===== src/rtl/cdown_timer_pkg.sv =====
package cdown_timer_pkg;

  // word indices (address bits [3:2])
  localparam logic [1:0] WORD_STATUS = 2'd0;
  localparam logic [1:0] WORD_CTRL   = 2'd1;
  localparam logic [1:0] WORD_PERIOD = 2'd2;
  localparam logic [1:0] WORD_SNAP   = 2'd3;

  localparam int CTRL_BITS = 4;

  // control word, bit 3 down to bit 0
  typedef struct packed {
    logic stop;
    logic start;
    logic cont;
    logic ien;
  } ctrl_t;

  // status word, low bits
  typedef struct packed {
    logic running;
    logic timeout;
  } stat_t;

endpackage


===== src/rtl/cdown_regbank.sv =====
module cdown_regbank
  import cdown_timer_pkg::*;
#(
  parameter int DW = 32,
  parameter int AW = 4
) (
  input  logic          clk,
  input  logic          rst_n,
  input  logic          bus_wr,
  input  logic          bus_rd,
  input  logic [AW-1:0] bus_addr,
  input  logic [DW-1:0] bus_wdata,
  input  logic [DW-1:0] cnt,
  input  logic          run,
  input  logic          flag,
  output logic          wr_stat,
  output logic          wr_ctrl,
  output logic          wr_per,
  output ctrl_t         ctrl,
  output logic [DW-1:0] period,
  output logic [DW-1:0] rdata
);

  localparam int STAT_W = $bits(stat_t);

  logic [1:0] word;
  logic       in_range;
  logic       unused_lsb;

  assign word       = bus_addr[3:2];
  assign unused_lsb = ^bus_addr[1:0];

  // offsets beyond the four words decode to nothing
  generate
    if (AW > 4) begin : g_wide
      assign in_range = (bus_addr[AW-1:4] == '0);
    end else begin : g_narrow
      assign in_range = 1'b1;
    end
  endgenerate

  assign wr_stat = bus_wr && in_range && (word == WORD_STATUS);
  assign wr_ctrl = bus_wr && in_range && (word == WORD_CTRL);
  assign wr_per  = bus_wr && in_range && (word == WORD_PERIOD);

  // stored words
  always_ff @(posedge clk or negedge rst_n) begin
    if (!rst_n) begin
      ctrl   <= '0;
      period <= '0;
    end else begin
      if (wr_ctrl) ctrl   <= ctrl_t'(bus_wdata[CTRL_BITS-1:0]);
      if (wr_per)  period <= bus_wdata;
    end
  end

  // read path
  stat_t         stat;
  logic [DW-1:0] rd_mux;

  assign stat = '{running: run, timeout: flag};

  always_comb begin
    rd_mux = '0;
    if (in_range) begin
      unique case (word)
        WORD_STATUS: rd_mux[STAT_W-1:0]    = stat;
        WORD_CTRL:   rd_mux[CTRL_BITS-1:0] = ctrl;
        WORD_PERIOD: rd_mux                = period;
        WORD_SNAP:   rd_mux                = cnt;
        default:     rd_mux                = '0;
      endcase
    end
  end

  always_ff @(posedge clk or negedge rst_n) begin
    if (!rst_n)      rdata <= '0;
    else if (bus_rd) rdata <= rd_mux;
  end

endmodule


===== src/rtl/cdown_counter.sv =====
module cdown_counter #(
  parameter int DW = 32
) (
  input  logic          clk,
  input  logic          rst_n,
  input  logic          load,
  input  logic [DW-1:0] load_val,
  input  logic          cmd_start,
  input  logic          cmd_stop,
  input  logic          cont,
  input  logic [DW-1:0] period,
  output logic [DW-1:0] cnt,
  output logic          run,
  output logic          expire
);

  localparam logic [DW-1:0] ONE = DW'(1);

  // a running count at 1 or 0 runs out at this edge
  assign expire = run && (cnt <= ONE);

  logic [DW-1:0] cnt_nx;
  logic          run_nx;

  always_comb begin
    cnt_nx = cnt;
    if (load)        cnt_nx = load_val;
    else if (expire) cnt_nx = cont ? period : '0;
    else if (run)    cnt_nx = cnt - ONE;
  end

  always_comb begin
    run_nx = run;
    if (expire && !cont) run_nx = 1'b0;
    if (cmd_start)       run_nx = 1'b1;
    if (cmd_stop)        run_nx = 1'b0;
  end

  always_ff @(posedge clk or negedge rst_n) begin
    if (!rst_n) begin
      cnt <= '0;
      run <= 1'b0;
    end else begin
      cnt <= cnt_nx;
      run <= run_nx;
    end
  end

endmodule


===== src/rtl/cdown_flag.sv =====
module cdown_flag (
  input  logic clk,
  input  logic rst_n,
  input  logic expire,
  input  logic clr,
  input  logic ien,
  output logic flag,
  output logic irq
);

  // a timeout at the clearing edge wins
  always_ff @(posedge clk or negedge rst_n) begin
    if (!rst_n)      flag <= 1'b0;
    else if (expire) flag <= 1'b1;
    else if (clr)    flag <= 1'b0;
  end

  assign irq = flag & ien;

endmodule


===== src/rtl/cdown_timer.sv =====
module cdown_timer
  import cdown_timer_pkg::*;
#(
  parameter int DW = 32,
  parameter int AW = 4
) (
  input  logic          clk,
  input  logic          rst_n,
  input  logic          bus_wr,
  input  logic          bus_rd,
  input  logic [AW-1:0] bus_addr,
  input  logic [DW-1:0] bus_wdata,
  output logic [DW-1:0] bus_rdata,
  output logic          irq
);

  logic          wr_stat, wr_ctrl, wr_per;
  ctrl_t         ctrl_w;
  logic [DW-1:0] period_w, cnt_w;
  logic          run_w, expire_w, flag_w;
  logic          cont_w, ien_w;
  logic          start_cmd, stop_cmd;

  assign cont_w    = ctrl_w.cont;
  assign ien_w     = ctrl_w.ien;
  assign start_cmd = wr_ctrl && bus_wdata[2];
  assign stop_cmd  = wr_ctrl && bus_wdata[3];

  cdown_regbank #(.DW(DW), .AW(AW)) u_regs (
    .clk       (clk),
    .rst_n     (rst_n),
    .bus_wr    (bus_wr),
    .bus_rd    (bus_rd),
    .bus_addr  (bus_addr),
    .bus_wdata (bus_wdata),
    .cnt       (cnt_w),
    .run       (run_w),
    .flag      (flag_w),
    .wr_stat   (wr_stat),
    .wr_ctrl   (wr_ctrl),
    .wr_per    (wr_per),
    .ctrl      (ctrl_w),
    .period    (period_w),
    .rdata     (bus_rdata)
  );

  cdown_counter #(.DW(DW)) u_cnt (
    .clk       (clk),
    .rst_n     (rst_n),
    .load      (wr_per),
    .load_val  (bus_wdata),
    .cmd_start (start_cmd),
    .cmd_stop  (stop_cmd),
    .cont      (cont_w),
    .period    (period_w),
    .cnt       (cnt_w),
    .run       (run_w),
    .expire    (expire_w)
  );

  cdown_flag u_flag (
    .clk    (clk),
    .rst_n  (rst_n),
    .expire (expire_w),
    .clr    (wr_stat),
    .ien    (ien_w),
    .flag   (flag_w),
    .irq    (irq)
  );

endmodule


===== config.mk =====
export PLATFORM = sky130hd
export DESIGN_NAME = cdown_timer
export DESIGN_NICKNAME = d
export VERILOG_FILES = /design/src/rtl/cdown_timer_pkg.sv /design/src/rtl/cdown_regbank.sv /design/src/rtl/cdown_counter.sv /design/src/rtl/cdown_flag.sv /design/src/rtl/cdown_timer.sv
export SDC_FILE = /design/constraint.sdc
export NUM_CORES = 1
export LEC_CHECK = 0
export ABC_AREA = 1
export BUFFER_PORTS_ARGS = -buffer_cell sky130_fd_sc_hd__buf_2
export CAP_MARGIN = 25
export CORE_MARGIN = 4
export CORE_UTILIZATION = 65
export CTS_BUF_LIST = sky130_fd_sc_hd__clkbuf_8
export DETAILED_ROUTE_END_ITERATION = 12
export GPL_ROUTABILITY_DRIVEN = 0
export GPL_TIMING_DRIVEN = 0
export HOLD_SLACK_MARGIN = 0.15
export PLACE_DENSITY = 0.88
export SLEW_MARGIN = 20
export SYNTH_ARGS = -nofsm -noshare
export SYNTH_HDL_FRONTEND = slang
export SYNTH_HIERARCHICAL = 1
export SYNTH_SLANG_ARGS = --single-unit

===== constraint.sdc =====
create_clock -name clk -period 3.75 [get_ports clk]
set_clock_uncertainty 0.15 [all_clocks]
set_input_delay 0.75 -clock clk [delete_from_list [all_inputs] [get_ports clk]]
set_output_delay 0.75 -clock clk [all_outputs]
set_load 0.05 [all_outputs]

Word-level counts from Yosys, hierarchy flattened
Index checks and enable logic that the tools add are counted.
- flip-flop bits (word level): 102
- bits in latches: 0
- RAM bits: 0
- bits in read-only memories: 0
- bits of input ports: 40
- word-level logic and storage cells: 39
- memories kept: 0
- add/sub/neg operators: 1
- multiply operators: 0
- div/mod/pow operators: 0
- order comparisons: 1
- equal/unequal tests: 3
- shifts and indexed selects: 0
- muxes and demuxes: 12
- bitwise operators: 1
- reduce and logical (&&, ||, !) cells: 12
- operators with widths (kind ; number):
    32-bit two-way mux ; 4
    28-bit case mux with 2 select lines ; 1
    32-bit by 1-bit less-or-equal comparator with 1-bit output, second input constant ; 1
    32-bit by 1-bit subtractor with 32-bit output, second input constant ; 1
    2-bit case mux with 4 select lines ; 1
    1-bit logical AND ; 7
    2-bit case mux with 3 select lines ; 1
    3-bit nonzero test ; 2
    1-bit two-way mux ; 5
    2-bit == test, second input constant ; 2
    2-bit by 1-bit == test with 1-bit output, second input constant ; 1
    2-bit logical NOT ; 1
    2-bit nonzero test ; 1
    1-bit bitwise AND ; 1
    1-bit logical NOT ; 1

Logic depth before layout (Yosys ltp)
Gate-level depths: netlist (run 1).
- depth after elaboration: 6
- gate-level depth with buffers: 12
- depth with buffers taken out: 12

Cells and area by module
The synthesis (run 1) kept the hierarchy.
- modules (own cells, without submodules) (module ; times used ; cells each ; area an instance (um^2) ; sequential area each (um^2)):
    cdown_regbank ; 1 ; 398 ; 3071.7 ; 1701.6
    cdown_counter ; 1 ; 492 ; 3009.1 ; 825.8
    cdown_flag ; 1 ; 7 ; 47.5 ; 25.0
    cdown_timer ; 1 ; 4 ; 15.0 ; 0.0

Least setup slack after synthesis (run 1)
OpenSTA, ideal clock, no wires.
- kind: input-to-reg
- from: input bus_addr[2]
- to: register u_cnt.cnt[17]
- arrival: 2070 ps
- data required time: 3533 ps
- path slack: 1464 ps
- cell stages on the path: 10
- cell sequence: buf_6 nor2_8 nand2_4 inv_2 buf_4 nor2_1 clkbuf_1 clkbuf_1 a22oi_1 nand2_1
- cells in the longest elaborated chain, start to end: 3
- ends and longest elaborated chain (what ; RTL line ; text):
    start, declared ; cdown_timer.sv:11 ; input logic [AW-1:0] bus_addr,
    2-bit == test (*) ; cdown_regbank.sv:44 ; assign wr_per = bus_wr && in_range && (word == WORD_PERIOD);
    1-bit logical AND (*) ; cdown_regbank.sv:44 ;
    via wr_per ; cdown_timer.sv:17 ; logic wr_stat, wr_ctrl, wr_per;
    3-bit nonzero test (no source line) / 32-bit two-way mux (equally long branches) ; -- ;
    end signal, assigned ; cdown_counter.sv:44 ; cnt <= cnt_nx;
    end, declared ; cdown_counter.sv:12 ; output logic [DW-1:0] cnt,
The timed path passes the listed nets; every way through them passes the cells marked *.
A chain may end at the register's enable or synchronous reset.

Worst setup path after layout (run 1)
- from: input bus_addr[3]
- to: register u_cnt.cnt[1]
Same word-level chain as after synthesis.

==> results.sh, run 1 <==
export IMPL_p_seq_share_pct=42.3
export IMPL_synth_warnings=6
export IMPL_crit_arrival_ps=2800
export IMPL_synth_xor_area_share_pct=1.568
export IMPL_fin_area_um2=6872
export IMPL_slew_limit_headroom_pct=52.73
export IMPL_fin_util_pct=74.37
export IMPL_grt_pass1_wl_um=28100
export IMPL_netSwitchingPower_mw=1.894
export IMPL_synth_top_family_by_area="simple AND/OR/NAND/NOR gates"
export IMPL_place_ws_ps=824.4
export IMPL_synth_top_area_share_pct=41.55
export IMPL_dp_hpwl_um=12460
export IMPL_switching_share_pct=46.66
export IMPL_placed_area_um2=6684
export IMPL_grt_max_degree=53
export IMPL_crit_type="input port to flip-flop"
export IMPL_cts_tree="done"
export IMPL_status="completed"
export IMPL_ys_seq_elements=102
export IMPL_rsz0062_at_grt="false"
export IMPL_synth_simple_area_share_pct=42.51
export IMPL_ant_nets=0
export IMPL_synthAdderAreaFrac_pct=0.4073
export IMPL_crit_path_top_delay_cell="clkbuf_1"
export IMPL_hold_path_class="input port to async pin"
export IMPL_worstPathRequired_ps=3930
export IMPL_fin_ws_ps=1121
export IMPL_fillCellCount=773
export IMPL_cts_max_path_buffers=2
export IMPL_finalSetupViolCount=0
export IMPL_clkPwrFrac_pct=16.5
export IMPL_synth_area_per_cell_um2=6.818
export IMPL_crit_fanout=14
export IMPL_drive_gt1_share_pct=14.39
export IMPL_numCtsBuffers=9
export IMPL_first_global_vias=5697
export IMPL_slew_viol_final=0
export IMPL_synth_area_leader_cell="dfrtp_1"
export IMPL_port_buffers=69
export IMPL_synthesis_nets=943
export IMPL_fin_nets=1024
export IMPL_ios=73
export IMPL_start_util_pct=66.49
export IMPL_grt_total_usage_pct=31.72
export IMPL_synth_cell_type_count=34
export IMPL_ys_top_cells_by_count="432 x nand2_1, 102 x dfrtp_1, 90 x nor2_1"
export IMPL_yosysMostFrequentCell="nand2_1"
export IMPL_synth_mux_area_share_pct=0
export IMPL_cts_htree_levels=3
export IMPL_cpPeakStageDelay_ps=570
export IMPL_n_antenna_cell=0
export IMPL_netlist_top_cells_area="dfrtp_1 42%, nand2_1 26%, nor2_1 5.5%"
export IMPL_clk_pin_slew_worst_paths_ps=100
export IMPL_worst_slew_pin_slew_ps=709.0
export IMPL_overflow=0
export IMPL_rows=35
export IMPL_max_cap_violations=0
export IMPL_dr_pass1_iters=8
export IMPL_crit_chain="buf_2 > inv_2 > nor2_8 > nand2_4 > inv_2 > buf_4 > nor2_1 > clkbuf_1 > clkbuf_1 > a22oi_1 > nand2_1"
export IMPL_p_comb_share_pct=41.1
export IMPL_post_drt_wl_per_cell_um=15.11
export IMPL_period_share_pct=70.11
export IMPL_finalHoldViolations=0
export IMPL_synth_enable_flop_cells=0
export IMPL_clkLatencyLatePin_ps=390
export IMPL_ys_seq_area_share_pct=41.55
export IMPL_clock_sinks=102
export IMPL_hold_ws_ps=142.7
export IMPL_power_density_nw_per_um2=590.9
export IMPL_fp_coreArea_um2=9240
export IMPL_chipHeight_um=105.2
export IMPL_fmax_ghz=0.3803
export IMPL_viasPerCell=5.480
export IMPL_synth_cells=901
export IMPL_r2r_slack_ps=1460
export IMPL_timing_final_crit_period_ps=2629
export IMPL_post_cts_setup_buffers=0
export IMPL_irDropWorstVdd_mv=0.2966
export IMPL_die_w_um=105.2
export IMPL_synthToLayoutAreaGrowth_pct=11.85
export IMPL_die_area_um2=11070
export IMPL_async_reset_ff_share_pct=100.0
export IMPL_synth_flop_cell="dfrtp_1"
export IMPL_power_leakage_nw=3.847
export IMPL_cts_root_buffer="clkbuf_8"
export IMPL_vias=6116
export IMPL_drt_iter0_markers=679
export IMPL_endpoint_kind="flip-flop"
export IMPL_syn_area_um2=6143
export IMPL_synth_compound_area_share_pct=6.843
export IMPL_internal_power_mw=2.166
export IMPL_final_setup_tns_ps=0
export IMPL_cts_resized=0
export IMPL_holdBufCountCts=0
export IMPL_drt_wl_total_um=16870
export IMPL_cp_start_kind="input port"
export IMPL_antenna_found_initial=0
export IMPL_drc=0
==> power by group through the flow <==
stage / clock (mW) / combinational [mW] / sequential [mW]
global route: 0.727 / 1.85 / 1.77
floorplan: 0 / 1.07 / 1.84
global placement: 0 / 1.59 / 1.72
detailed placement: 0 / 1.63 / 1.73
finish: 0.670 / 1.67 / 1.72
CTS: 0.678 / 1.64 / 1.71
==> placed cells by master (no fill, tap or decap), types with 4 or more instances in the layout <==
| cell type | instances |
|---|---|
| a21oi_1 | 7 |
| clkbuf_1 | 15 |
| clkbuf_8 | 9 |
| a22oi_1 | 15 |
| inv_2 | 6 |
| dfrtp_1 | 102 |
| o21bai_1 | 7 |
| nor2_1 | 90 |
| o21ai_0 | 16 |
| buf_4 | 5 |
| buf_2 | 73 |
| buf_6 | 6 |
| nand2_2 | 4 |
| clkinv_4 | 4 |
| xnor2_1 | 4 |
| nand3_1 | 43 |
| nand2_1 | 432 |
| nand4_1 | 14 |
| xor2_1 | 7 |
| nor2_2 | 13 |
| o21ai_1 | 23 |
| inv_1 | 59 |
| nand3_2 | 7 |
==> path summary, 6_finish.rpt <==
| check | start | to | cells after the start |
|---|---|---|---|
| max | bus_addr[3] | u_cnt/cnt[1] | 11 |
| min | rst_n | u_regs/rdata[3] | 1 |
| max reg2reg | u_cnt/cnt[0] | u_cnt/cnt[8] | 11 |
| min reg2reg | u_regs/rdata[2] | u_regs/rdata[2] | 2 |
| max in group asynchronous | rst_n | u_regs/period[10] | 2 |
| min in group clk | u_regs/rdata[2] | u_regs/rdata[2] | 2 |
==> metrics by stage <==
step                cells  total power [mW]
CTS                  1116             4.025
floorplan             901             2.907
finish               1116             4.060
detailed placement   1100             3.355
global placement     1099             3.308
global route         1116             4.347
==> sequential cells by signal, indices dropped and copies added (netlist names) <==
signal and cells:
u_cnt/cnt 32, u_regs/period 32, u_regs/rdata 32, u_regs/ctrl 4
u_cnt/run 1, u_flag/flag 1
==> layer usage <==
metal | routed length [um] | share of wire [%] | GRT usage, % | vias to the layer above
li1 | - | - | - | 2967
met1 | 7008 | 42 | 43.96 | 2739
met2 | 7389 | 44 | 48.41 | 346
met3 | 1712 | 10 | 6.369 | 64
met4 | 757 | 4.5 | 13.96 | 0
met5 | 0 | 0 | 0 | -
==> final cells by class <==
cell class,instances,area (um^2),area share [%]
timing repair buffer,70,379.1,5.517
multi-input combinational,699,3153,45.88
sequential,102,2552,37.14
tap,129,161.4,2.349
clock buffer,9,123.9,1.803
clock inverter,7,63.81,0.9286
buffer,33,186.4,2.713
inverter,67,251.5,3.660
==> cell families (layout without fill, tap and decap cells) <==
kind of cell | Yosys count | count (layout)
AOI/OAI and AO/OA | 70 | 70
xor gates and xnor gates | 11 | 11
adders and majority gates | 2 | 2
buffers and inverters | 100 | 186
DFF | 102 | 102
and+or+nand+nor | 616 | 616
==> critical path, delay by kind of cell <==
family,cells,cell delay (ps)
buffers and inverters,6,1460
and+or+nand+nor,4,430
AOI/OAI and AO/OA,1,150
Power figures use the tool's default switching activity.
==> inputs of run 2 (changes only) <==
- CORE_UTILIZATION: 65 -> 55
- PLACE_DENSITY: 0.88 -> 0.79
- clock period: 3.75 -> 2.4 ns (I/O delays scaled with it)
==> run 2 against run 1 <==
Via count decreased by 2.4%. Power increased by 55%. Die area increased by 17%. Largest cell class unchanged.
==> results.sh, run 2 (synthesis gave the netlist of run 1 again) <==
export IMPL_status="completed"
export IMPL_grt_pass1_wl_um=27680
export IMPL_first_global_vias=5540
export IMPL_slew_viol_final=0
export IMPL_timing_final_crit_period_ps=2259
export IMPL_reg_top3="u_cnt/cnt (32), u_regs/period (32), u_regs/rdata (32)"
export IMPL_final_common_cell="nand2_1"
export IMPL_power_leakage_nw=3.887
export IMPL_worstPathRequired_ps=2530
export IMPL_port_buffers=69
export IMPL_fin_nets=1032
export IMPL_fmax_ghz=0.4427
export IMPL_dp_hpwl_um=12690
export IMPL_dr_pass1_iters=6
export IMPL_ios=73
export IMPL_numCtsBuffers=9
export IMPL_vias=5971
export IMPL_clkLatencyLatePin_ps=390
export IMPL_worst_slew_pin_slew_ps=763.7
export IMPL_finalHoldViolations=0
export IMPL_hold_path_class="input port to flip-flop"
export IMPL_fin_util_pct=63.89
export IMPL_slew_limit_headroom_pct=49.09
export IMPL_ant_nets=0
export IMPL_cts_max_path_buffers=2
export IMPL_period_share_pct=94.11
export IMPL_power_density_nw_per_um2=904.2
export IMPL_overflow=0
export IMPL_r2r_slack_ps=140
export IMPL_cts_htree_levels=3
export IMPL_drt_iter0_markers=476
export IMPL_clock_sinks=102
export IMPL_final_cell_mix="432 x nand2_1, 102 x dfrtp_1, 89 x nor2_1"
export IMPL_chipHeight_um=113.7
export IMPL_clk_pin_slew_worst_paths_ps=100
export IMPL_die_area_um2=12920
export IMPL_viasPerCell=5.265
export IMPL_drc=0
export IMPL_placed_area_um2=6698
export IMPL_synthToLayoutAreaGrowth_pct=13.24
export IMPL_cp_start_kind="flip-flop"
export IMPL_grt_max_degree=54
export IMPL_drt_wl_total_um=17060
export IMPL_p_total_mw=6.290
export IMPL_irDropWorstVdd_mv=0.5005
export IMPL_rsz0062_at_grt="false"
export IMPL_crit_arrival_ps=2390
export IMPL_grt_total_usage_pct=27.33
export IMPL_start_util_pct=56.42
export IMPL_cts_root_buffer="clkbuf_8"
export IMPL_finalSetupViolCount=0
export IMPL_antenna_found_initial=0
export IMPL_drive_gt1_share_pct=14.79
export IMPL_rows=38
export IMPL_crit_fanout=5
export IMPL_fin_ws_ps=141.3
export IMPL_endpoint_kind="flip-flop"
export IMPL_crit_type="flip-flop to flip-flop"
export IMPL_n_antenna_cell=0
export IMPL_cts_tree="done"
export IMPL_max_cap_violations=0
export IMPL_place_ws_ps=-417.0
export IMPL_fp_coreArea_um2=10890
export IMPL_post_drt_wl_per_cell_um=15.04
export IMPL_die_w_um=113.7
export IMPL_fin_area_um2=6957
export IMPL_hold_ws_ps=170.6
-- run 2: final timing paths --
check / startpoint / to / cells past startpoint
hold / removal: bus_wdata[6] / u_regs/period[6] / 3
hold reg to reg: u_regs/rdata[16] / u_regs/rdata[16] / 2
min in group asynchronous: rst_n / u_regs/rdata[2] / 2
max in group asynchronous: rst_n / u_cnt/cnt[26] / 3
setup / recovery: u_cnt/cnt[0] / u_cnt/cnt[18] / 11
setup reg to reg: u_cnt/cnt[0] / u_cnt/cnt[18] / 11
-- run 2: repair_timing --
item / 4_1_cts / 5_1_grt
setup buffers: 0 / 1
resized for setup: 0 / 9
hold buffers: 7 / 0
hold endpoints to repair: 55 / 0
setup endpoints to repair: 0 / 23
-- run 2: final cells by class --
type                       instances  area [um^2]
clock inverter                     4        22.52
fill                            1039         3931
tap                              140        175.2
buffer                            33        191.4
multi-input combinational        699         3156
clock buffer                      11        151.4
sequential                       102         2552
timing repair buffer              78        456.7
inverter                          67        251.5
-- run 2: power breakdown --
part | leakage [nW] | internal (mW) | switching, mW
Sequential | 1.30 | 2.14 | 0.535
Clock | 0.0910 | 0.423 | 0.581
Combinational | 2.50 | 0.858 | 1.75
Total | 3.89 | 3.42 | 2.87
-- run 2: routing by layer --
metal,routed length [um],up-vias,track usage [%]
li1,-,2994,-
met1,7597,2678,37.46
met2,7555,252,42.32
met3,1246,47,3.820
met4,658,0,14.18
met5,0,-,0
-- run 2: metrics by stage --
stage / setup TNS (ps) / cells
6_report: 0 / 1134
5_1_grt: 0 / 1134
4_1_cts: 0 / 1133
3_5_place_dp: -8690 / 1111
3_3_place_gp: -46860 / 1110
2_1_floorplan: 0 / 901
-- run 2: worst max-delay path, cell delays in order, from the launching register on --
cell and delay (ps):
dfrtp_1 430, inv_1 140, ha_1 280, inv_1 80, nor2_1 360, nand2_1 210, inv_1 130, nand3_1 80
nand3_1 100, nand3_1 80, nand2_1 70, nand2_1 50
==> inputs of run 3 (changes only) <==
--- a/config.mk
+++ b/config.mk
@@ -15,3 +15,2 @@
 export GPL_ROUTABILITY_DRIVEN = 0
-export GPL_TIMING_DRIVEN = 0
 export HOLD_SLACK_MARGIN = 0.15
==> constraint.sdc (replaced) <==
create_clock -name clk -period 2.4 [get_ports clk]
set_clock_uncertainty 0.15 [all_clocks]
set_input_delay 0.36 -clock clk [delete_from_list [all_inputs] [get_ports clk]]
set_output_delay 0.36 -clock clk [all_outputs]
set_load 0.05 [all_outputs]
==> run 3 against run 2 <==
Flip-flop and latch count unchanged. Hold slack better by 87 ps. Wire length down 5.1%. Register-to-register slack better by 80 ps. Clock power up 8%. Power up 2.3%.
==> results.sh, run 3 (synthesis gave the netlist of run 1 again) <==
export IMPL_status="completed"
export IMPL_post_drt_wl_per_cell_um=14.10
export IMPL_start_util_pct=56.42
export IMPL_first_global_vias=5757
export IMPL_crit_family="simple AND/OR/NAND/NOR gates"
export IMPL_crit_path_top_delay_cell="dfrtp_1"
export IMPL_timing_final_crit_period_ps=2176
export IMPL_final_setup_tns_ps=0
export IMPL_r2r_slack_ps=220
export IMPL_crit_chain="inv_1 > ha_2 > nand2_1 > nor2_2 > nand2_1 > nor2_1 > nand3_1 > nand3_2 > nand3_1 > nand2_1 > nand2_1"
export IMPL_port_buffers=70
export IMPL_period_share_pct=90.68
export IMPL_rows=38
export IMPL_power_leakage_nw=3.992
export IMPL_cts_root_buffer="clkbuf_8"
export IMPL_clock_sinks=102
export IMPL_ios=73
export IMPL_rsz0062_at_grt="false"
export IMPL_die_area_um2=12920
export IMPL_netSwitchingPower_mw=2.884
export IMPL_fmax_ghz=0.4595
export IMPL_switching_share_pct=44.82
export IMPL_fin_ws_ps=223.8
export IMPL_grt_pass1_wl_um=27460
export IMPL_drc=0
export IMPL_die_w_um=113.7
export IMPL_holdPathStages=5
export IMPL_reg_top3="u_cnt/cnt (32), u_regs/period (32), u_regs/rdata (32)"
export IMPL_endpoint_kind="flip-flop"
export IMPL_placed_area_um2=6665
export IMPL_drt_iter0_markers=506
export IMPL_cts_htree_levels=3
export IMPL_synthToLayoutAreaGrowth_pct=17.01
export IMPL_clkLatencyLatePin_ps=370
export IMPL_dp_hpwl_um=11720
export IMPL_fin_nets=1046
export IMPL_antenna_found_initial=0
export IMPL_finalHoldViolations=0
export IMPL_p_total_mw=6.434
export IMPL_clk_pin_slew_worst_paths_ps=100
export IMPL_numCtsBuffers=9
export IMPL_vias=5933
export IMPL_viasPerCell=5.168
export IMPL_crit_type="flip-flop to flip-flop"
export IMPL_internal_power_mw=3.550
export IMPL_cts_max_path_buffers=2
export IMPL_irDropWorstVdd_mv=0.4787
export IMPL_max_cap_violations=0
export IMPL_hold_path_end="u_flag/flag"
export IMPL_crit_arrival_ps=2280
export IMPL_slew_viol_final=0
export IMPL_timing_rr_start="u_cnt/cnt[0]"
export IMPL_final_cell_mix="432 x nand2_1, 102 x dfrtp_1, 88 x nor2_1"
export IMPL_grt_total_usage_pct=25.92
export IMPL_cp_start_kind="flip-flop"
export IMPL_p_seq_share_pct=41.0
export IMPL_worst_slew_pin_slew_ps=856.3
export IMPL_worst_path_buf_inv=1
export IMPL_chipHeight_um=113.7
export IMPL_cts_tree="done"
export IMPL_power_density_nw_per_um2=895.0
export IMPL_fin_area_um2=7188
export IMPL_n_antenna_cell=0
export IMPL_drt_wl_total_um=16190
export IMPL_worstPathRequired_ps=2510
export IMPL_worst_r2r_endpoint="u_cnt/cnt[28]"
export IMPL_fp_coreArea_um2=10890
export IMPL_dr_pass1_iters=5
export IMPL_hold_ws_ps=257.1
export IMPL_p_comb_share_pct=42.2
export IMPL_hold_path_class="input port to flip-flop"
export IMPL_clkPwrFrac_pct=16.8
export IMPL_ant_nets=0
export IMPL_final_common_cell="nand2_1"
export IMPL_overflow=0
export IMPL_reg2reg_depth=11
export IMPL_slew_limit_headroom_pct=42.85
export IMPL_crit_fanout=5
export IMPL_place_ws_ps=198.5
export IMPL_finalSetupViolCount=0
export IMPL_cpPeakStageDelay_ps=440
export IMPL_hp_start="bus_wr"
export IMPL_drive_gt1_share_pct=14.88
export IMPL_grt_max_degree=49
export IMPL_critical_path_top_cell_by_count="nand2_1"
==> run 3: how the worst max path moves through the flow <==
stage                 startpoint       endpoint  slack [ps]  depth (start not counted)
global route        u_cnt/cnt[0]  u_cnt/cnt[28]          40                         11
finish              u_cnt/cnt[0]  u_cnt/cnt[28]         220                         11
global placement    u_cnt/cnt[0]  u_cnt/cnt[28]         230                         11
floorplan           u_cnt/cnt[0]  u_cnt/cnt[31]         470                         10
CTS                 u_cnt/cnt[0]  u_cnt/cnt[28]         180                         11
detailed placement  u_cnt/cnt[0]  u_cnt/cnt[28]         200                         11
==> run 3: tightest hold or removal path: stages <==
cell and delay (ps):
buf_2 120, nor3b_1 130, inv_1 50, nand2_1 40
nand2_1 40
==> run 3: routing by layer <==
metal  routed length [um]  vias to the layer above  global-route usage, %
li1                     -                     3003                      -
met1                 7262                     2695                  36.36
met2                 7390                      211                  41.70
met3                 1192                       24                  4.403
met4                  339                        0                  7.212
met5                    0                        -                      0
==> run 3: layout make-up <==
type / count / area (um^2)
flip-flops and latches: 102 / 2552
fillers: 999 / 3700
well taps: 140 / 175.2
multi-input cells: 699 / 3161
repair buffers: 125 / 860.8
clock inverters: 6 / 63.81
clock buffers: 9 / 123.9
inverters: 67 / 251.5
==> run 3: power groups by stage <==
stage          clock network [mW]  logic [mW]  registers (mW)
2_1_floorplan                   0        1.67            2.87
3_3_place_gp                    0        2.58            2.66
3_5_place_dp                    0        2.62            2.67
4_1_cts                      1.10        2.68            2.64
5_1_grt                      1.17        3.04            2.72
6_report                     1.08        2.71            2.64
==> run 3: repair_timing <==
action | CTS | global route
resized for setup | 0 | 2
hold buffers | 33 | 0
endpoints found under the setup margin | 0 | 2
endpoints found under the hold margin | 87 | 0
buffers inserted | 0 | 0
==> run 3: through the flow <==
step	std cells	utilization [%]
global placement	1100	61.22
finish	1148	66.02
floorplan	901	-
CTS	1148	65.97
detailed placement	1100	61.22
global route	1148	66.02
